===== src/rtl/bb_pkg.sv =====
package bb_pkg;

  typedef enum logic {
    PRIV_USER = 1'b0,
    PRIV_SUP  = 1'b1
  } priv_e;

  function automatic logic is_sup(input logic mode);
    return priv_e'(mode) == PRIV_SUP;
  endfunction

endpackage


===== src/rtl/bb_regs.sv =====
module bb_regs
  import bb_pkg::*;
#(
  parameter int VA_W = 16,
  parameter int PA_W = 16
) (
  input  logic            clk,
  input  logic            rst,
  input  logic            sup_mode,
  input  logic            base_we,
  input  logic [PA_W-1:0] base_wdata,
  input  logic            bound_we,
  input  logic [VA_W-1:0] bound_wdata,
  output logic [PA_W-1:0] base_q,
  output logic [VA_W-1:0] bound_q,
  output logic            priv_viol
);

  logic granted;

  assign granted   = is_sup(sup_mode);
  assign priv_viol = !granted && (base_we || bound_we);

  always_ff @(posedge clk) begin
    if (rst) begin
      base_q  <= '0;
      bound_q <= '0;
    end else if (granted) begin
      if (base_we)  base_q  <= base_wdata;
      if (bound_we) bound_q <= bound_wdata;
    end
  end

endmodule


===== src/rtl/bb_calc.sv =====
module bb_calc
  import bb_pkg::*;
#(
  parameter int VA_W = 16,
  parameter int PA_W = 16
) (
  input  logic            sup_mode,
  input  logic [VA_W-1:0] va,
  input  logic [PA_W-1:0] base,
  input  logic [VA_W-1:0] bound,
  output logic [PA_W-1:0] pa,
  output logic            viol
);

  localparam int SUM_W = PA_W + 1;

  logic [PA_W-1:0]  va_ext;
  logic [SUM_W-1:0] sum;
  logic             over_bound;
  logic             carry;

  assign va_ext     = PA_W'(va);
  assign sum        = {1'b0, base} + {1'b0, va_ext};
  assign over_bound = (va >= bound);
  assign carry      = sum[SUM_W-1];

  always_comb begin
    if (is_sup(sup_mode)) begin
      pa   = va_ext;
      viol = 1'b0;
    end else begin
      pa   = sum[PA_W-1:0];
      viol = over_bound || carry;
    end
  end

endmodule


===== src/rtl/bb_stage.sv =====
module bb_stage #(
  parameter int VA_W = 16,
  parameter int PA_W = 16
) (
  input  logic            clk,
  input  logic            rst,
  input  logic            accept,
  input  logic [PA_W-1:0] cand_pa,
  input  logic            cand_wr,
  input  logic            cand_viol,
  input  logic [VA_W-1:0] cand_va,
  input  logic            priv_viol,
  input  logic            mem_ready,
  output logic            stage_free,
  output logic            mem_valid,
  output logic [PA_W-1:0] mem_pa,
  output logic            mem_wr,
  output logic            bnd_fault,
  output logic            priv_fault,
  output logic [VA_W-1:0] fault_va
);

  logic take_ok;
  logic take_bad;

  assign stage_free = !mem_valid || mem_ready;
  assign take_ok    = accept && !cand_viol;
  assign take_bad   = accept && cand_viol;

  always_ff @(posedge clk) begin
    if (rst) begin
      mem_valid  <= 1'b0;
      mem_pa     <= '0;
      mem_wr     <= 1'b0;
      bnd_fault  <= 1'b0;
      priv_fault <= 1'b0;
      fault_va   <= '0;
    end else begin
      bnd_fault  <= take_bad;
      fault_va   <= take_bad ? cand_va : '0;
      priv_fault <= priv_viol;
      if (stage_free) begin
        mem_valid <= take_ok;
        if (take_ok) begin
          mem_pa <= cand_pa;
          mem_wr <= cand_wr;
        end
      end
    end
  end

endmodule


===== src/rtl/bb_xlate.sv =====
module bb_xlate #(
  parameter int VA_W = 16,
  parameter int PA_W = 16
) (
  input  logic            clk,
  input  logic            rst,
  input  logic            sup_mode,
  input  logic            base_we,
  input  logic [PA_W-1:0] base_wdata,
  input  logic            bound_we,
  input  logic [VA_W-1:0] bound_wdata,
  input  logic            req_valid,
  output logic            req_ready,
  input  logic [VA_W-1:0] req_va,
  input  logic            req_wr,
  output logic            mem_valid,
  input  logic            mem_ready,
  output logic [PA_W-1:0] mem_pa,
  output logic            mem_wr,
  output logic            bnd_fault,
  output logic            priv_fault,
  output logic [VA_W-1:0] fault_va
);

  logic [PA_W-1:0] base_q;
  logic [VA_W-1:0] bound_q;
  logic            priv_viol;
  logic [PA_W-1:0] cand_pa;
  logic            cand_viol;
  logic            stage_free;
  logic            accept;

  assign req_ready = stage_free;
  assign accept    = req_valid && stage_free;

  bb_regs #(.VA_W(VA_W), .PA_W(PA_W)) u_regs (
    .clk        (clk),
    .rst        (rst),
    .sup_mode   (sup_mode),
    .base_we    (base_we),
    .base_wdata (base_wdata),
    .bound_we   (bound_we),
    .bound_wdata(bound_wdata),
    .base_q     (base_q),
    .bound_q    (bound_q),
    .priv_viol  (priv_viol)
  );

  bb_calc #(.VA_W(VA_W), .PA_W(PA_W)) u_calc (
    .sup_mode(sup_mode),
    .va      (req_va),
    .base    (base_q),
    .bound   (bound_q),
    .pa      (cand_pa),
    .viol    (cand_viol)
  );

  bb_stage #(.VA_W(VA_W), .PA_W(PA_W)) u_stage (
    .clk       (clk),
    .rst       (rst),
    .accept    (accept),
    .cand_pa   (cand_pa),
    .cand_wr   (req_wr),
    .cand_viol (cand_viol),
    .cand_va   (req_va),
    .priv_viol (priv_viol),
    .mem_ready (mem_ready),
    .stage_free(stage_free),
    .mem_valid (mem_valid),
    .mem_pa    (mem_pa),
    .mem_wr    (mem_wr),
    .bnd_fault (bnd_fault),
    .priv_fault(priv_fault),
    .fault_va  (fault_va)
  );

endmodule


===== config.mk =====
export PLATFORM = sky130hd
export DESIGN_NAME = bb_xlate
export DESIGN_NICKNAME = d
export VERILOG_FILES = /design/src/rtl/bb_pkg.sv /design/src/rtl/bb_regs.sv /design/src/rtl/bb_calc.sv /design/src/rtl/bb_stage.sv /design/src/rtl/bb_xlate.sv
export SDC_FILE = /design/constraint.sdc
export NUM_CORES = 1
export LEC_CHECK = 0
export BUFFER_PORTS_ARGS = -buffer_cell sky130_fd_sc_hd__buf_2
export CORE_MARGIN = 2
export CORE_UTILIZATION = 50
export DETAILED_ROUTE_END_ITERATION = 12
export GPL_TIMING_DRIVEN = 0
export MAX_ROUTING_LAYER = met4
export PLACE_DENSITY = 0.77
export SYNTH_ARGS = -nofsm -noshare
export SYNTH_HDL_FRONTEND = slang
export SYNTH_HIERARCHICAL = 1
export SYNTH_SLANG_ARGS = --single-unit

===== constraint.sdc =====
create_clock -name clk -period 2.9 [get_ports clk]
set_input_delay 0.87 -clock clk [delete_from_list [all_inputs] [get_ports clk]]
set_output_delay 0.87 -clock clk [all_outputs]
set_load 0.02 [all_outputs]

Yosys cells after proc, flatten, opt, wreduce, memory -nomap -nowiden:

Index checks and enable logic that the tools add are counted.

* flip-flop bits (word level): 68
* bits of input ports: 56
* output and inout bits: 37

* $add $sub $neg: 1
* magnitude comparators: 1
* multiplexer cells: 2
* bitwise operators: 1
* reduce and logical (&&, ||, !) cells: 14

Operators by type and width (number)
* $add A16 B16 Y17: 1
* $ge A16 B16 Y1: 1
* $mux W16: 1
* $reduce_and A2 Y1: 3
* $logic_and A1 B1 Y1: 4
* $logic_not A1 Y1: 3
* $logic_or A1 B1 Y1: 3
* $reduce_or A2 Y1: 1
* $mux W1: 1
* $not A1 Y1: 1

Longest topological paths before layout:

* depth in word-level cells: 6
* mapped depth: 14
* gate-level depth less buffers: 12

Hierarchy:

The synthesis kept the hierarchy.

By module, submodules not included
* bb_regs: instances 1, cells an instance 148, area each 1480.2 um2
* bb_calc: instances 1, cells an instance 196, area each 1362.6 um2
* bb_stage: instances 1, cells an instance 117, area each 1318.8 um2
* bb_xlate: instances 1, cells an instance 1, area each 6.3 um2

Least setup slack after synthesis:

OpenSTA, ideal clock, no wires.

* path type: in2reg
* start: in req_va[0]
* end: reg u_stage.mem_pa[0]
* arrival time: 2.927 ns
* required time: 2.782 ns
* path slack: -0.145 ns
* stages on the path: 14
* buffers on the path: 2
* cells stage by stage: ha_1 inv_1 fa_1 nor2b_4 o31a_4 o2111ai_4 a21oi_1 nor2_1 o211ai_1 nand2b_4 nor2b_4 buf_6 buf_12 mux2i_1

* cells in the longest elaborated chain, start to end: 6
* elaborated cells on any way between the ends: 8
* those cells by class: add/sub: 1; order compare: 1; mux: 2; reduce/logical: 4

RTL lines
* start, declared: line bb_xlate.sv:14 `input logic [VA_W-1:0] req_va,`
* $add A16 B16 Y17 / $ge A16 B16 Y1 (equally long branches): line bb_calc.sv:23, bb_calc.sv:24
* $logic_or A1 B1 Y1 (*): line bb_calc.sv:33 `viol = over_bound || carry;`
* $mux W1 (*): line bb_calc.sv:28 `if (is_sup(sup_mode)) begin`
* net cand_viol: line bb_xlate.sv:29 `logic cand_viol;`
* $logic_not A1 Y1 (*): line bb_stage.sv:27 `assign take_ok = accept && !cand_viol;`
* $logic_and A1 B1 Y1 (*): line bb_stage.sv:27
* $reduce_and A2 Y1 (no source line) (*)
* end signal, assigned: line bb_stage.sv:45 `mem_pa <= cand_pa;`
* end, declared: line bb_stage.sv:16 `output logic [PA_W-1:0] mem_pa,`

The timed path passes the listed nets; every way through them passes the cells marked *.
A chain may end at the register's enable or synchronous reset.

Worst setup path in the final report:

* start: in req_va[7]
* end: reg u_stage.mem_pa[14]

The elaborated chain is that of the path after synthesis.

==> impl_metrics.tcl <==
set metrics [dict create \
    status "complete, but fails checks" \
    violations "setup timing" \
    synthesis.nets 551 \
    hp-class "flip-flop to flip-flop" \
    drc 0 \
    first_iter_violations 200 \
    ys_warn_count 6 \
    grt_use_total_pct 23.6 \
    post-route-period-util_pct 101 \
    nets 663 \
    drv_slew 0 \
    tightest_slew_ns 0.490 \
    h-tree-depth 3 \
    ant_nets 0 \
    peakVddDrop_mv 0.204 \
    r2r_start "u_regs/base_q[0]" \
    vias_per_cell 5.52 \
    stdcell_area_um2 5090 \
    r2r-end "u_stage/mem_pa[5]" \
    yosysSeqAreaShare_pct 32.7 \
    slowest_stage "ha_1" \
    slew_headroom_pct 67.3 \
    clockRootBuffer "clkbuf_8" \
    maxClockFrequency_ghz 0.341 \
    worstSkewPairLatency_ns 0.34 \
    ys_async_sr_fraction_pct 0 \
    clock-sinks 68 \
    drive_gt1_share_pct 30.1 \
    final-setup-viol-count 7 \
    maxCapViolations 0 \
    grt_setup_unrepaired "yes" \
    synth_area_um2 4170 \
    power_uw 2230 \
    antenna_found_initial 0 \
    dpl_cell_area_um2 4760 \
    wirelength_mm 10.5 \
    dieArea_um2 9080 \
    cp_cell_sequence "buf_2, ha_1, a21oi_1, nand2_1, o2111ai_4, a21oi_2, nor2_1, o211ai_1, nand2b_4, nor2b_4, buf_8, buf_12, mux2i_1" \
    numCtsBuffers 9 \
    dominantRegCellSynth "dfxtp_1" \
    synth_edf_count 0 \
    grt_pass1_vias 3417 \
    area_growth_syn_to_layout_pct 22.2 \
    die_h_um 95.3 \
    cts_buffer_depth 2 \
    min_to "u_stage/mem_pa[3]" \
    rows 33 \
    setup_tns_ns -0.0666 \
    hold_violations 0 \
    grt_max_degree 11 \
    grt_overflow 0 \
    die_w_um 95.3 \
    grt_pass1_wl_mm 16.2 \
    slowest_delay_ns 0.39 \
    reg2regPathDepth 14 \
    leakage_uw 0.00227 \
    yosysUniqueCellTypes 48 \
    finClkSkew_ns 0.00922 \
    ioPinCount 93 \
    hold_slack_ns 0.472 \
    layout_setup_ws_ns -0.0340 \
    clkSlewWorstSetupHoldPaths_ns 0.07 \
    fillCellCount 721 \
    start_util_pct 51.2 \
    stdcell_count 683 \
    whs_path_depth 2 \
    core_area_um2 8130 \
    portBuffers 89 \
    dp.cells 656 \
    crit_arrival_ns 3.19 \
    synth_seq_cells 68 \
    num_antenna_cells 0 \
    via_count 3768 \
    wl_per_cell_um 15.4 \
    crit_path_start_kind "primary input" \
    drt-pass1-iter-count 5 \
    power-per-cell-area_nw_per_um2 438 \
    cp.depth 13 \
    critPathTopFamily "compound AO/OA/AOI/OAI gates" \
    reg2reg_slack_ns 0.21 \
    path_buf_inv 3 \
    cts_tree "yes" \
    place_congestion 0.843 \
    fin_crit_ns 2.93 \
    hpwl_mm 8.03 \
    critPathKind "primary input to flip-flop" \
    min_from "u_stage/mem_pa[3]" \
    crit_required_ns 3.16 \
    path_max_fanout 6 \
    avgSynthCellArea_um2 9.02 \
    synth_cells 462 \
    mostFrequentLayoutCells "97 x buf_2, 68 x dfxtp_1, 37 x nand3_1, 37 x nand2b_1, 30 x ha_1" \
    cp-end-kind "flip-flop" \
    layout_commonest_cell "buf_2" \
]
## stage by stage
stage | utilization (%) | worst slack [ns]
after floorplan | - | -0.0433
after global placement | 58.6 | -0.561
after detailed placement | 58.6 | -0.621
after CTS | 61.4 | 0.00911
after global routing | 62.6 | -0.0963
final | 62.6 | -0.0340
## routing by layer
layer,global-route usage [%],wire length (um)
met4,9.66,242
met1,30.0,4650
met2,37.1,5040
met5,-,0
met3,4.11,620
## flip-flops by register name, summed over array words and instances (netlist names)
| name | count |
|---|---|
| u_stage/mem_pa | 16 |
| u_stage/priv_fault | 1 |
| u_stage/fault_va | 16 |
| u_stage/bnd_fault | 1 |
| u_stage/mem_wr | 1 |
| u_regs/bound_q | 16 |
| u_regs/base_q | 16 |
| u_stage/mem_valid | 1 |
## worst max path at each step
stage                          endpoint      start
floorplan             u_stage/mem_pa[0]  req_va[0]
global placement    u_stage/fault_va[7]  req_va[0]
detailed placement  u_stage/fault_va[6]  req_va[0]
CTS                  u_stage/mem_pa[14]  req_va[0]
global route         u_stage/mem_pa[14]  req_va[0]
finish               u_stage/mem_pa[14]  req_va[7]
## timing repair
item | 4_1_cts | 5_1_grt
hold endpoints to repair | 0 | 0
pin swaps | 1 | 8
buffers inserted | 3 | 8
hold buffers | 0 | 0
gates cloned | 0 | 1
resized for setup | 4 | 7
endpoints found under the setup margin | 27 | 27
## cells by family after synthesis
group	count (synthesis)	share of synthesized area, %
AO/OA/AOI/OAI	136	25.0
adder cells (fa/ha/maj)	33	10.1
multiplexers	19	4.59
XOR/XNOR	7	1.47
buffers and inverters	50	6.63
flip-flops	68	32.7
AND/OR/NAND/NOR	149	19.6
## cells in the mapped netlist (2+ instances only)
cell | n | area, um^2
o21ai_1 | 6 | 30.0
inv_1 | 21 | 78.8
buf_4 | 4 | 30.0
nand3_1 | 37 | 185
mux2i_1 | 18 | 180
nand4_1 | 2 | 12.5
nand2b_1 | 37 | 231
o31ai_1 | 3 | 22.5
nor2b_4 | 2 | 27.5
clkbuf_1 | 8 | 30.0
xor2_1 | 3 | 26.3
dfxtp_1 | 68 | 1360
a21bo_2 | 6 | 60.1
nor2_1 | 16 | 60.1
and3_1 | 2 | 12.5
a21oi_1 | 27 | 135
a21o_1 | 9 | 67.6
a21bo_1 | 26 | 260
a21oi_2 | 18 | 158
buf_6 | 6 | 67.6
nand2b_4 | 2 | 27.5
o21ai_0 | 17 | 85.1
a221oi_1 | 2 | 17.5
o21a_1 | 3 | 22.5
nor2b_1 | 4 | 25.0
a211oi_1 | 7 | 52.6
xnor2_1 | 4 | 35.0
nand2_1 | 25 | 93.8
ha_1 | 32 | 400
nor4_1 | 2 | 12.5
buf_2 | 10 | 50.1
a2111oi_0 | 2 | 17.5
and2_1 | 18 | 113
## where the power goes
| part | internal [uW] | total (uW) | switching, uW |
|---|---|---|---|
| clock network | 350 | 683 | 333 |
| logic | 246 | 542 | 296 |
| registers | 981 | 1010 | 24.3 |
## worst reg2reg max path, stage by stage (launching register included)
cell and delay, ns:
dfxtp_1 0.40, ha_4 0.17, inv_2 0.04, fa_2 0.38
nor2b_4 0.14, o31a_4 0.17, o2111ai_4 0.15, a21oi_2 0.18
nor2_1 0.07, o211ai_1 0.25, nand2b_4 0.20, nor2b_4 0.04
buf_8 0.13, clkbuf_16 0.15, mux2i_1 0.11
## layout make-up
| cell class | count | area, um^2 | share of cell area, % |
|---|---|---|---|
| buffer | 29 | 201 | 3.96 |
| sequential | 68 | 1360 | 26.7 |
| timing repair buffer | 101 | 578 | 11.4 |
| multi-input combinational | 344 | 2570 | 50.5 |
| clock buffer | 13 | 159 | 3.12 |
| clock inverter | 2 | 10.0 | 0.197 |
| inverter | 21 | 78.8 | 1.55 |
| tap | 105 | 131 | 2.58 |
No activity file was read; power rests on OpenSTA's default activity.
